File: config.mk
export PLATFORM = sky130hd
export DESIGN_NAME = tmr_capmatch
export DESIGN_NICKNAME = d
export VERILOG_FILES = /design/src/rtl/tmr_pkg.sv /design/src/rtl/tmr_sync_edge.sv /design/src/rtl/tmr_prescaler.sv /design/src/rtl/tmr_match_unit.sv /design/src/rtl/tmr_capture_unit.sv /design/src/rtl/tmr_capmatch.sv
export SDC_FILE = /design/constraint.sdc
export NUM_CORES = 1
export LEC_CHECK = 0
export ABC_CLOCK_PERIOD_IN_PS = 3450
export BUFFER_PORTS_ARGS = -buffer_cell sky130_fd_sc_hd__buf_2
export CORE_MARGIN = 8
export CORE_UTILIZATION = 35
export CTS_BUF_LIST = sky130_fd_sc_hd__clkbuf_4 sky130_fd_sc_hd__clkbuf_8 sky130_fd_sc_hd__clkbuf_16
export CTS_CLUSTER_DIAMETER = 50
export DETAILED_ROUTE_END_ITERATION = 16
export MAX_ROUTING_LAYER = met4
export PLACE_DENSITY = 0.53
export SLEW_MARGIN = 20
export SYNTH_ARGS = -nofsm -noshare
export SYNTH_HDL_FRONTEND = slang
export SYNTH_HIERARCHICAL = 1
export SYNTH_SLANG_ARGS = --single-unit
File: constraint.sdc
create_clock -name clk -period 3.45 [get_ports clk]
set_clock_uncertainty 0.1 [all_clocks]
set_input_delay 0.8625 -clock clk [delete_from_list [all_inputs] [get_ports clk]]
set_output_delay 0.8625 -clock clk [all_outputs]
set_load 0.005 [all_outputs]
File: src/rtl/tmr_pkg.sv
package tmr_pkg;
  localparam int TMR_CW = 16;
  localparam int TMR_NM = 4;
  localparam int TMR_NC = 3;
  localparam int TMR_AW = 4;

  typedef enum logic [1:0] {
    ACT_NONE = 2'b00,
    ACT_CLR  = 2'b01,
    ACT_SET  = 2'b10,
    ACT_TGL  = 2'b11
  } match_act_e;

  typedef enum logic [1:0] {
    EDGE_OFF  = 2'b00,
    EDGE_RISE = 2'b01,
    EDGE_FALL = 2'b10,
    EDGE_BOTH = 2'b11
  } cap_edge_e;

  localparam logic [3:0] RA_CTRL  = 4'd0;
  localparam logic [3:0] RA_PRESC = 4'd1;
  localparam logic [3:0] RA_COUNT = 4'd2;
  localparam logic [3:0] RA_MACT  = 4'd3;
  localparam logic [3:0] RA_MOPT  = 4'd4;
  localparam logic [3:0] RA_CCFG  = 4'd5;
  localparam logic [3:0] RA_FLAGS = 4'd6;
  localparam logic [3:0] RA_PINS  = 4'd7;
  localparam logic [3:0] RA_MVAL0 = 4'd8;
  localparam logic [3:0] RA_CAP0  = 4'd12;

  localparam int CTRL_RUN  = 0;
  localparam int CTRL_EXT  = 1;
  localparam int CTRL_FALL = 2;
  localparam int CCFG_IE_LSB = 8;
endpackage

File: src/rtl/tmr_sync_edge.sv
module tmr_sync_edge (
  input  logic clk,
  input  logic rst_n,
  input  logic din,
  output logic rise,
  output logic fall
);
  logic s1_q, s2_q, s3_q;

  always_ff @(posedge clk or negedge rst_n) begin
    if (!rst_n) begin
      s1_q <= 1'b0;
      s2_q <= 1'b0;
      s3_q <= 1'b0;
    end else begin
      s1_q <= din;
      s2_q <= s1_q;
      s3_q <= s2_q;
    end
  end

  assign rise = s2_q & ~s3_q;
  assign fall = ~s2_q & s3_q;
endmodule

File: src/rtl/tmr_prescaler.sv
module tmr_prescaler #(
  parameter int W = 16
) (
  input  logic         clk,
  input  logic         rst_n,
  input  logic         en,
  input  logic         restart,
  input  logic [W-1:0] limit,
  output logic         tick
);
  logic [W-1:0] pc_q, pc_d;
  logic         at_lim;

  assign at_lim = (pc_q >= limit);
  assign tick   = en && at_lim;

  always_comb begin
    pc_d = pc_q;
    if (!en || restart) begin
      pc_d = '0;
    end else if (at_lim) begin
      pc_d = '0;
    end else begin
      pc_d = pc_q + 1'b1;
    end
  end

  always_ff @(posedge clk or negedge rst_n) begin
    if (!rst_n) begin
      pc_q <= '0;
    end else begin
      pc_q <= pc_d;
    end
  end
endmodule

File: src/rtl/tmr_match_unit.sv
module tmr_match_unit
  import tmr_pkg::*;
#(
  parameter int W = 16
) (
  input  logic         clk,
  input  logic         rst_n,
  input  logic         tick,
  input  logic [W-1:0] count,
  input  logic         val_we,
  input  logic [W-1:0] val_wdata,
  input  match_act_e   act,
  input  logic         pin_we,
  input  logic         pin_wval,
  output logic [W-1:0] mval,
  output logic         hit,
  output logic         pin
);
  logic [W-1:0] mval_q, mval_d;
  logic         pin_q, pin_d;

  assign hit  = tick && (count == mval_q);
  assign mval = mval_q;
  assign pin  = pin_q;

  always_comb begin
    mval_d = val_we ? val_wdata : mval_q;
    pin_d  = pin_q;
    if (hit && (act != ACT_NONE)) begin
      case (act)
        ACT_CLR: pin_d = 1'b0;
        ACT_SET: pin_d = 1'b1;
        ACT_TGL: pin_d = ~pin_q;
        default: pin_d = pin_q;
      endcase
    end else if (pin_we) begin
      pin_d = pin_wval;
    end
  end

  always_ff @(posedge clk or negedge rst_n) begin
    if (!rst_n) begin
      mval_q <= '0;
      pin_q  <= 1'b0;
    end else begin
      mval_q <= mval_d;
      pin_q  <= pin_d;
    end
  end
endmodule

File: src/rtl/tmr_capture_unit.sv
module tmr_capture_unit
  import tmr_pkg::*;
#(
  parameter int W = 16
) (
  input  logic         clk,
  input  logic         rst_n,
  input  logic         cap_pin,
  input  cap_edge_e    edge_sel,
  input  logic [W-1:0] count,
  output logic         ev,
  output logic [W-1:0] cap_val
);
  logic         rise, fall;
  logic [W-1:0] cap_q, cap_d;

  tmr_sync_edge u_sync (
    .clk  (clk),
    .rst_n(rst_n),
    .din  (cap_pin),
    .rise (rise),
    .fall (fall)
  );

  always_comb begin
    case (edge_sel)
      EDGE_RISE: ev = rise;
      EDGE_FALL: ev = fall;
      EDGE_BOTH: ev = rise | fall;
      default:   ev = 1'b0;
    endcase
    cap_d = ev ? count : cap_q;
  end

  always_ff @(posedge clk or negedge rst_n) begin
    if (!rst_n) begin
      cap_q <= '0;
    end else begin
      cap_q <= cap_d;
    end
  end

  assign cap_val = cap_q;
endmodule

File: src/rtl/tmr_capmatch.sv
module tmr_capmatch
  import tmr_pkg::*;
#(
  parameter int CNT_W   = TMR_CW,
  parameter int N_MATCH = TMR_NM,
  parameter int N_CAP   = TMR_NC,
  parameter int ADDR_W  = TMR_AW
) (
  input  logic               clk,
  input  logic               rst_n,
  input  logic               bus_we,
  input  logic [ADDR_W-1:0]  bus_addr,
  input  logic [CNT_W-1:0]   bus_wdata,
  output logic [CNT_W-1:0]   bus_rdata,
  input  logic               cnt_in,
  input  logic [N_CAP-1:0]   cap_in,
  output logic [N_MATCH-1:0] match_out,
  output logic               irq
);
  localparam int NF    = N_MATCH + N_CAP;
  localparam int ACT_W = 2 * N_MATCH;
  localparam int EDG_W = 2 * N_CAP;

  // write strobes
  logic wr_ctrl, wr_presc, wr_count, wr_mact, wr_mopt, wr_ccfg, wr_flags, wr_pins;
  logic [N_MATCH-1:0] wr_mval;

  assign wr_ctrl  = bus_we && (bus_addr == ADDR_W'(RA_CTRL));
  assign wr_presc = bus_we && (bus_addr == ADDR_W'(RA_PRESC));
  assign wr_count = bus_we && (bus_addr == ADDR_W'(RA_COUNT));
  assign wr_mact  = bus_we && (bus_addr == ADDR_W'(RA_MACT));
  assign wr_mopt  = bus_we && (bus_addr == ADDR_W'(RA_MOPT));
  assign wr_ccfg  = bus_we && (bus_addr == ADDR_W'(RA_CCFG));
  assign wr_flags = bus_we && (bus_addr == ADDR_W'(RA_FLAGS));
  assign wr_pins  = bus_we && (bus_addr == ADDR_W'(RA_PINS));

  // configuration and state
  logic               run_q, run_d, ext_q, ext_d, fall_q, fall_d;
  logic [CNT_W-1:0]   presc_q, presc_d;
  logic [CNT_W-1:0]   cnt_q, cnt_d;
  logic [ACT_W-1:0]   mact_q, mact_d;
  logic [N_MATCH-1:0] mie_q, mie_d, mrst_q, mrst_d, mstop_q, mstop_d;
  logic [EDG_W-1:0]   cedg_q, cedg_d;
  logic [N_CAP-1:0]   cie_q, cie_d;
  logic [NF-1:0]      flags_q, flags_d;

  // datapath nets
  logic               pre_tick, cnt_rise, cnt_fall, ext_tick, tick;
  logic [N_MATCH-1:0] hit;
  logic [N_CAP-1:0]   cap_ev;
  logic               stop_any, rst_any;
  logic [CNT_W-1:0]   mval_w [N_MATCH];
  logic [CNT_W-1:0]   cap_w  [N_CAP];

  // count step sources
  tmr_prescaler #(.W(CNT_W)) u_presc (
    .clk    (clk),
    .rst_n  (rst_n),
    .en     (run_q && !ext_q),
    .restart(wr_count),
    .limit  (presc_q),
    .tick   (pre_tick)
  );

  tmr_sync_edge u_cnt_sync (
    .clk  (clk),
    .rst_n(rst_n),
    .din  (cnt_in),
    .rise (cnt_rise),
    .fall (cnt_fall)
  );

  assign ext_tick = fall_q ? cnt_fall : cnt_rise;
  assign tick     = run_q && (ext_q ? ext_tick : pre_tick);

  // compare channels
  for (genvar i = 0; i < N_MATCH; i++) begin : g_match
    assign wr_mval[i] = bus_we && (bus_addr == ADDR_W'(int'(RA_MVAL0) + i));

    tmr_match_unit #(.W(CNT_W)) u_match (
      .clk      (clk),
      .rst_n    (rst_n),
      .tick     (tick),
      .count    (cnt_q),
      .val_we   (wr_mval[i]),
      .val_wdata(bus_wdata),
      .act      (match_act_e'(mact_q[2*i +: 2])),
      .pin_we   (wr_pins),
      .pin_wval (bus_wdata[i]),
      .mval     (mval_w[i]),
      .hit      (hit[i]),
      .pin      (match_out[i])
    );
  end

  // capture channels
  for (genvar j = 0; j < N_CAP; j++) begin : g_cap
    tmr_capture_unit #(.W(CNT_W)) u_cap (
      .clk     (clk),
      .rst_n   (rst_n),
      .cap_pin (cap_in[j]),
      .edge_sel(cap_edge_e'(cedg_q[2*j +: 2])),
      .count   (cnt_q),
      .ev      (cap_ev[j]),
      .cap_val (cap_w[j])
    );
  end

  assign stop_any = |(hit & mstop_q);
  assign rst_any  = |(hit & mrst_q);

  // next state
  always_comb begin
    run_d  = run_q;
    ext_d  = ext_q;
    fall_d = fall_q;
    if (wr_ctrl) begin
      run_d  = bus_wdata[CTRL_RUN];
      ext_d  = bus_wdata[CTRL_EXT];
      fall_d = bus_wdata[CTRL_FALL];
    end else if (stop_any) begin
      run_d = 1'b0;
    end

    presc_d = wr_presc ? bus_wdata : presc_q;
    mact_d  = wr_mact ? bus_wdata[ACT_W-1:0] : mact_q;

    mie_d   = mie_q;
    mrst_d  = mrst_q;
    mstop_d = mstop_q;
    if (wr_mopt) begin
      mie_d   = bus_wdata[N_MATCH-1:0];
      mrst_d  = bus_wdata[2*N_MATCH-1:N_MATCH];
      mstop_d = bus_wdata[3*N_MATCH-1:2*N_MATCH];
    end

    cedg_d = cedg_q;
    cie_d  = cie_q;
    if (wr_ccfg) begin
      cedg_d = bus_wdata[EDG_W-1:0];
      cie_d  = bus_wdata[CCFG_IE_LSB +: N_CAP];
    end

    cnt_d = cnt_q;
    if (wr_count) begin
      cnt_d = bus_wdata;
    end else if (tick) begin
      if (rst_any) begin
        cnt_d = '0;
      end else if (!stop_any) begin
        cnt_d = cnt_q + 1'b1;
      end
    end

    flags_d = (flags_q & ~(wr_flags ? bus_wdata[NF-1:0] : {NF{1'b0}}))
            | {cap_ev & cie_q, hit & mie_q};
  end

  always_ff @(posedge clk or negedge rst_n) begin
    if (!rst_n) begin
      run_q   <= 1'b0;
      ext_q   <= 1'b0;
      fall_q  <= 1'b0;
      presc_q <= '0;
      cnt_q   <= '0;
      mact_q  <= '0;
      mie_q   <= '0;
      mrst_q  <= '0;
      mstop_q <= '0;
      cedg_q  <= '0;
      cie_q   <= '0;
      flags_q <= '0;
    end else begin
      run_q   <= run_d;
      ext_q   <= ext_d;
      fall_q  <= fall_d;
      presc_q <= presc_d;
      cnt_q   <= cnt_d;
      mact_q  <= mact_d;
      mie_q   <= mie_d;
      mrst_q  <= mrst_d;
      mstop_q <= mstop_d;
      cedg_q  <= cedg_d;
      cie_q   <= cie_d;
      flags_q <= flags_d;
    end
  end

  assign irq = |flags_q;

  // read mux
  always_comb begin
    bus_rdata = '0;
    case (bus_addr)
      ADDR_W'(RA_CTRL):  bus_rdata = CNT_W'({fall_q, ext_q, run_q});
      ADDR_W'(RA_PRESC): bus_rdata = presc_q;
      ADDR_W'(RA_COUNT): bus_rdata = cnt_q;
      ADDR_W'(RA_MACT):  bus_rdata = CNT_W'(mact_q);
      ADDR_W'(RA_MOPT):  bus_rdata = CNT_W'({mstop_q, mrst_q, mie_q});
      ADDR_W'(RA_CCFG): begin
        bus_rdata[EDG_W-1:0]            = cedg_q;
        bus_rdata[CCFG_IE_LSB +: N_CAP] = cie_q;
      end
      ADDR_W'(RA_FLAGS): bus_rdata = CNT_W'(flags_q);
      ADDR_W'(RA_PINS):  bus_rdata = CNT_W'(match_out);
      default: bus_rdata = '0;
    endcase
    for (int i = 0; i < N_MATCH; i++) begin
      if (bus_addr == ADDR_W'(int'(RA_MVAL0) + i)) bus_rdata = mval_w[i];
    end
    for (int j = 0; j < N_CAP; j++) begin
      if (bus_addr == ADDR_W'(int'(RA_CAP0) + j)) bus_rdata = cap_w[j];
    end
  end
endmodule

==> impl_metrics.json <==
{
  "grt_max_degree": 87,
  "placed_cell_area_mm2": 0.0143,
  "violations": "negative setup slack",
  "outcome": "finished with violations",
  "layout_common_cells": "dfrtp_1 (214), buf_4 (171), mux2_2 (141), nand2_1 (46), nor2_1 (43)",
  "num-fill-cells": 3177,
  "drive_above_1_share": 0.443,
  "antenna_cells": 0,
  "overflow": 0,
  "clock-root-buffer": "clkbuf_16",
  "drc_errors": 0,
  "instances_no_fill": 1801,
  "ir_worst_vdd_v": 0.000412,
  "hold_path.class": "in2async",
  "grt-busiest-layer": "met2",
  "use_met1": 0.308,
  "numCtsBuffers": 30,
  "clkTransAtPathRegs_ps": 60,
  "layout_commonest_cell": "dfrtp_1",
  "syn_nets": 1162,
  "maxCapViolCount": 0,
  "synth.distinct_cells": 78,
  "async_flop_share": 1.00,
  "rsz0062_at_grt": "yes",
  "io_buffers": 47,
  "cp-startpoint": "presc_q[15]$_DFFE_PN0P_",
  "ys.flop_type": "dfrtp_1",
  "nets": 1382,
  "grt_pass1_wl_um": 68000,
  "period_share": 1.02,
  "first_iter_violations": 949,
  "detail-route-antenna-nets": 0,
  "ys_ff_latch": 215,
  "clock_sinks": 215,
  "finalHoldViolCount": 0,
  "die_y_um": 204,
  "synth_edf_count": 0,
  "setup_viol": 15,
  "cts_tree": "done",
  "antenna_found_initial": 0,
  "power_density_mw_per_mm2": 616,
  "die_x_um": 204,
  "io-pin-count": 48,
  "syn2layout_area_growth_pct": 31.9,
  "syn_inst": 1105,
  "dr.pass1.iters": 5,
  "maxSlewViolCount": 0,
  "insertion_delay_ps": 560,
  "vias": 10300,
  "grt.met3_usage": 0.0281,
  "via_per_inst": 5.72,
  "cp_max_fo": 9,
  "grt_use_met2": 0.330,
  "synth_area_mm2": 0.0123,
  "path_class": "reg2reg",
  "finalCriticalPeriod_ps": 3530,
  "fmax_ghz": 0.283,
  "fin_area_mm2": 0.0163,
  "yosysSeqAreaShare": 0.436,
  "crit_end": "cnt_q[0]$_DFFE_PN0P_",
  "tns_ps": -492,
  "wl_um": 46100,
  "crit_required_ps": 3780,
  "reg2reg_slack_ps": -80,
  "r2r-start": "presc_q[15]$_DFFE_PN0P_",
  "wire_per_inst_um": 25.6,
  "start_kind": "register",
  "die-area_mm2": 0.0415,
  "grt.total_usage": 0.222,
  "cts-hold-fix-buffers": 0,
  "dp.cells": 1716,
  "ys_warn_count": 6,
  "synth_area_per_cell_um2": 11.2,
  "end_kind": "register",
  "initial_utilization": 0.357,
  "p_leak_nw": 7.13,
  "arrival_ps": 3860,
  "reg2reg_depth": 16,
  "r2r_end": "cnt_q[0]$_DFFE_PN0P_",
  "hpwl_um": 32900,
  "routabilityCongestion": 1.00,
  "slew_headroom": 0.256,
  "clock_path_buffers": 3,
  "ctsHtreeMaxLevel": 1,
  "num_rows": 68,
  "coreArea_mm2": 0.0346,
  "fin_ws_ps": -78.8,
  "tightest_slew_ps": 1120,
  "grt_pass1_vias": 10300
}
## what timing repair did
action,in CTS,in global routing
setup endpoints to repair,31,29
gates cloned,4,2
gates resized for setup,100,49
setup buffers,15,16
pin swaps,44,30
## kinds of logic (layout without fill, tap and decap cells)
group	count (synthesis)	after routing	share of synthesized area
buffers and inverters	101	342	0.0400
and+or+nand+nor	247	247	0.115
xor gates and xnor gates	75	75	0.0532
muxes	201	201	0.191
adders and majority gates	30	30	0.0304
AOI/OAI and AO/OA	236	236	0.134
DFF	215	215	0.436
## routing by layer
| metal | routed length (um) | part of all wire |
|---|---|---|
| met3 | 2870 | 0.062 |
| met5 | 0 | 0 |
| met2 | 20500 | 0.45 |
| met4 | 1860 | 0.040 |
| met1 | 20800 | 0.45 |
## worst max-delay path, stage by stage (launching register included)
cell	delay, ps
dfrtp_1	350
inv_1	50
ha_1	310
and4_4	190
a221o_1	360
o31a_1	350
o21ai_2	180
a21oi_4	90
nand3_2	110
nor3_2	50
buf_4	160
a22o_1	200
o211ai_1	280
a21oi_4	100
buf_12	160
inv_2	50
mux2_2	320
## cell usage after synthesis, types with 5 or more instances
| cell type | count | area (um^2) |
|---|---|---|
| dfrtp_1 | 215 | 5380 |
| mux2_2 | 141 | 1590 |
| nand2_1 | 49 | 184 |
| nor2_1 | 47 | 176 |
| o21ai_0 | 46 | 230 |
| inv_1 | 43 | 161 |
| xnor2_1 | 41 | 359 |
| a21oi_1 | 40 | 200 |
| xor2_1 | 34 | 298 |
| buf_2 | 32 | 160 |
| ha_1 | 30 | 375 |
| mux2i_1 | 30 | 300 |
| mux2_4 | 27 | 405 |
| nor4_1 | 27 | 169 |
| a22oi_1 | 24 | 180 |
| nand3_1 | 21 | 105 |
| nor3_1 | 18 | 90.1 |
| o22ai_1 | 17 | 106 |
| clkbuf_1 | 16 | 60.1 |
| nor2b_1 | 16 | 100 |
| o21ai_1 | 13 | 65.1 |
| a22o_1 | 12 | 105 |
| and3_1 | 9 | 56.3 |
| nand2b_1 | 9 | 56.3 |
| nand4_1 | 9 | 56.3 |
| o22a_1 | 8 | 70.1 |
| a211oi_1 | 7 | 52.6 |
| a31oi_1 | 7 | 43.8 |
| o211ai_1 | 6 | 45.0 |
| a221oi_1 | 5 | 43.8 |
| buf_4 | 5 | 37.5 |
| o2bb2ai_1 | 5 | 43.8 |
| o31ai_1 | 5 | 37.5 |
| or3_1 | 5 | 31.3 |
## cell type report
cell class / instances / area [um^2] / area share
sequential: 215 / 5380 / 0.331
tap: 455 / 569 / 0.0350
clock buffer: 40 / 875 / 0.0537
timing repair buffer: 245 / 2090 / 0.128
inverter: 44 / 165 / 0.0101
clock inverter: 13 / 145 / 0.00891
multi-input combinational: 789 / 7050 / 0.433
## power breakdown
group          switching (W)  internal (W)  total (W)
sequential          0.000863       0.00315    0.00401
clock                0.00121       0.00193    0.00313
combinational        0.00137       0.00151    0.00288
## worst min path at each step
stage,startpoint,to,slack (ps),cells after the start
2_1_floorplan,g_cap[0].u_cap/u_sync/s1_q$_DFF_PN0_,g_cap[0].u_cap/u_sync/s2_q$_DFF_PN0_,230,0
3_3_place_gp,g_cap[0].u_cap/u_sync/s1_q$_DFF_PN0_,g_cap[0].u_cap/u_sync/s2_q$_DFF_PN0_,230,0
3_5_place_dp,g_cap[1].u_cap/u_sync/s1_q$_DFF_PN0_,g_cap[1].u_cap/u_sync/s2_q$_DFF_PN0_,240,0
4_1_cts,u_cnt_sync/s1_q$_DFF_PN0_,u_cnt_sync/s2_q$_DFF_PN0_,250,0
5_1_grt,rst_n,presc_q[13]$_DFFE_PN0P_,260,1
6_report,rst_n,presc_q[13]$_DFFE_PN0P_,210,1
## flip-flops by register name, indices dropped and copies added (netlist names), 6 cells and up
signal,count
cedg_q,6
cnt_q,16
flags_q,7
g_cap.u_cap/cap_val,48
g_match.u_match/mval,64
mact_q,8
presc_q,16
u_presc/pc_q,16
## per-stage QoR
stage	util	total power, W	setup WS [ps]	hold slack, ps
after floorplan	-	0.00542	18.7	231
after global placement	0.412	0.00662	-256	235
after detailed placement	0.412	0.00666	-305	239
after CTS	0.458	0.00995	-62.4	251
after global routing	0.470	0.0105	-202	261
final	0.470	0.0100	-78.8	206
Power figures use the tool's default switching activity.
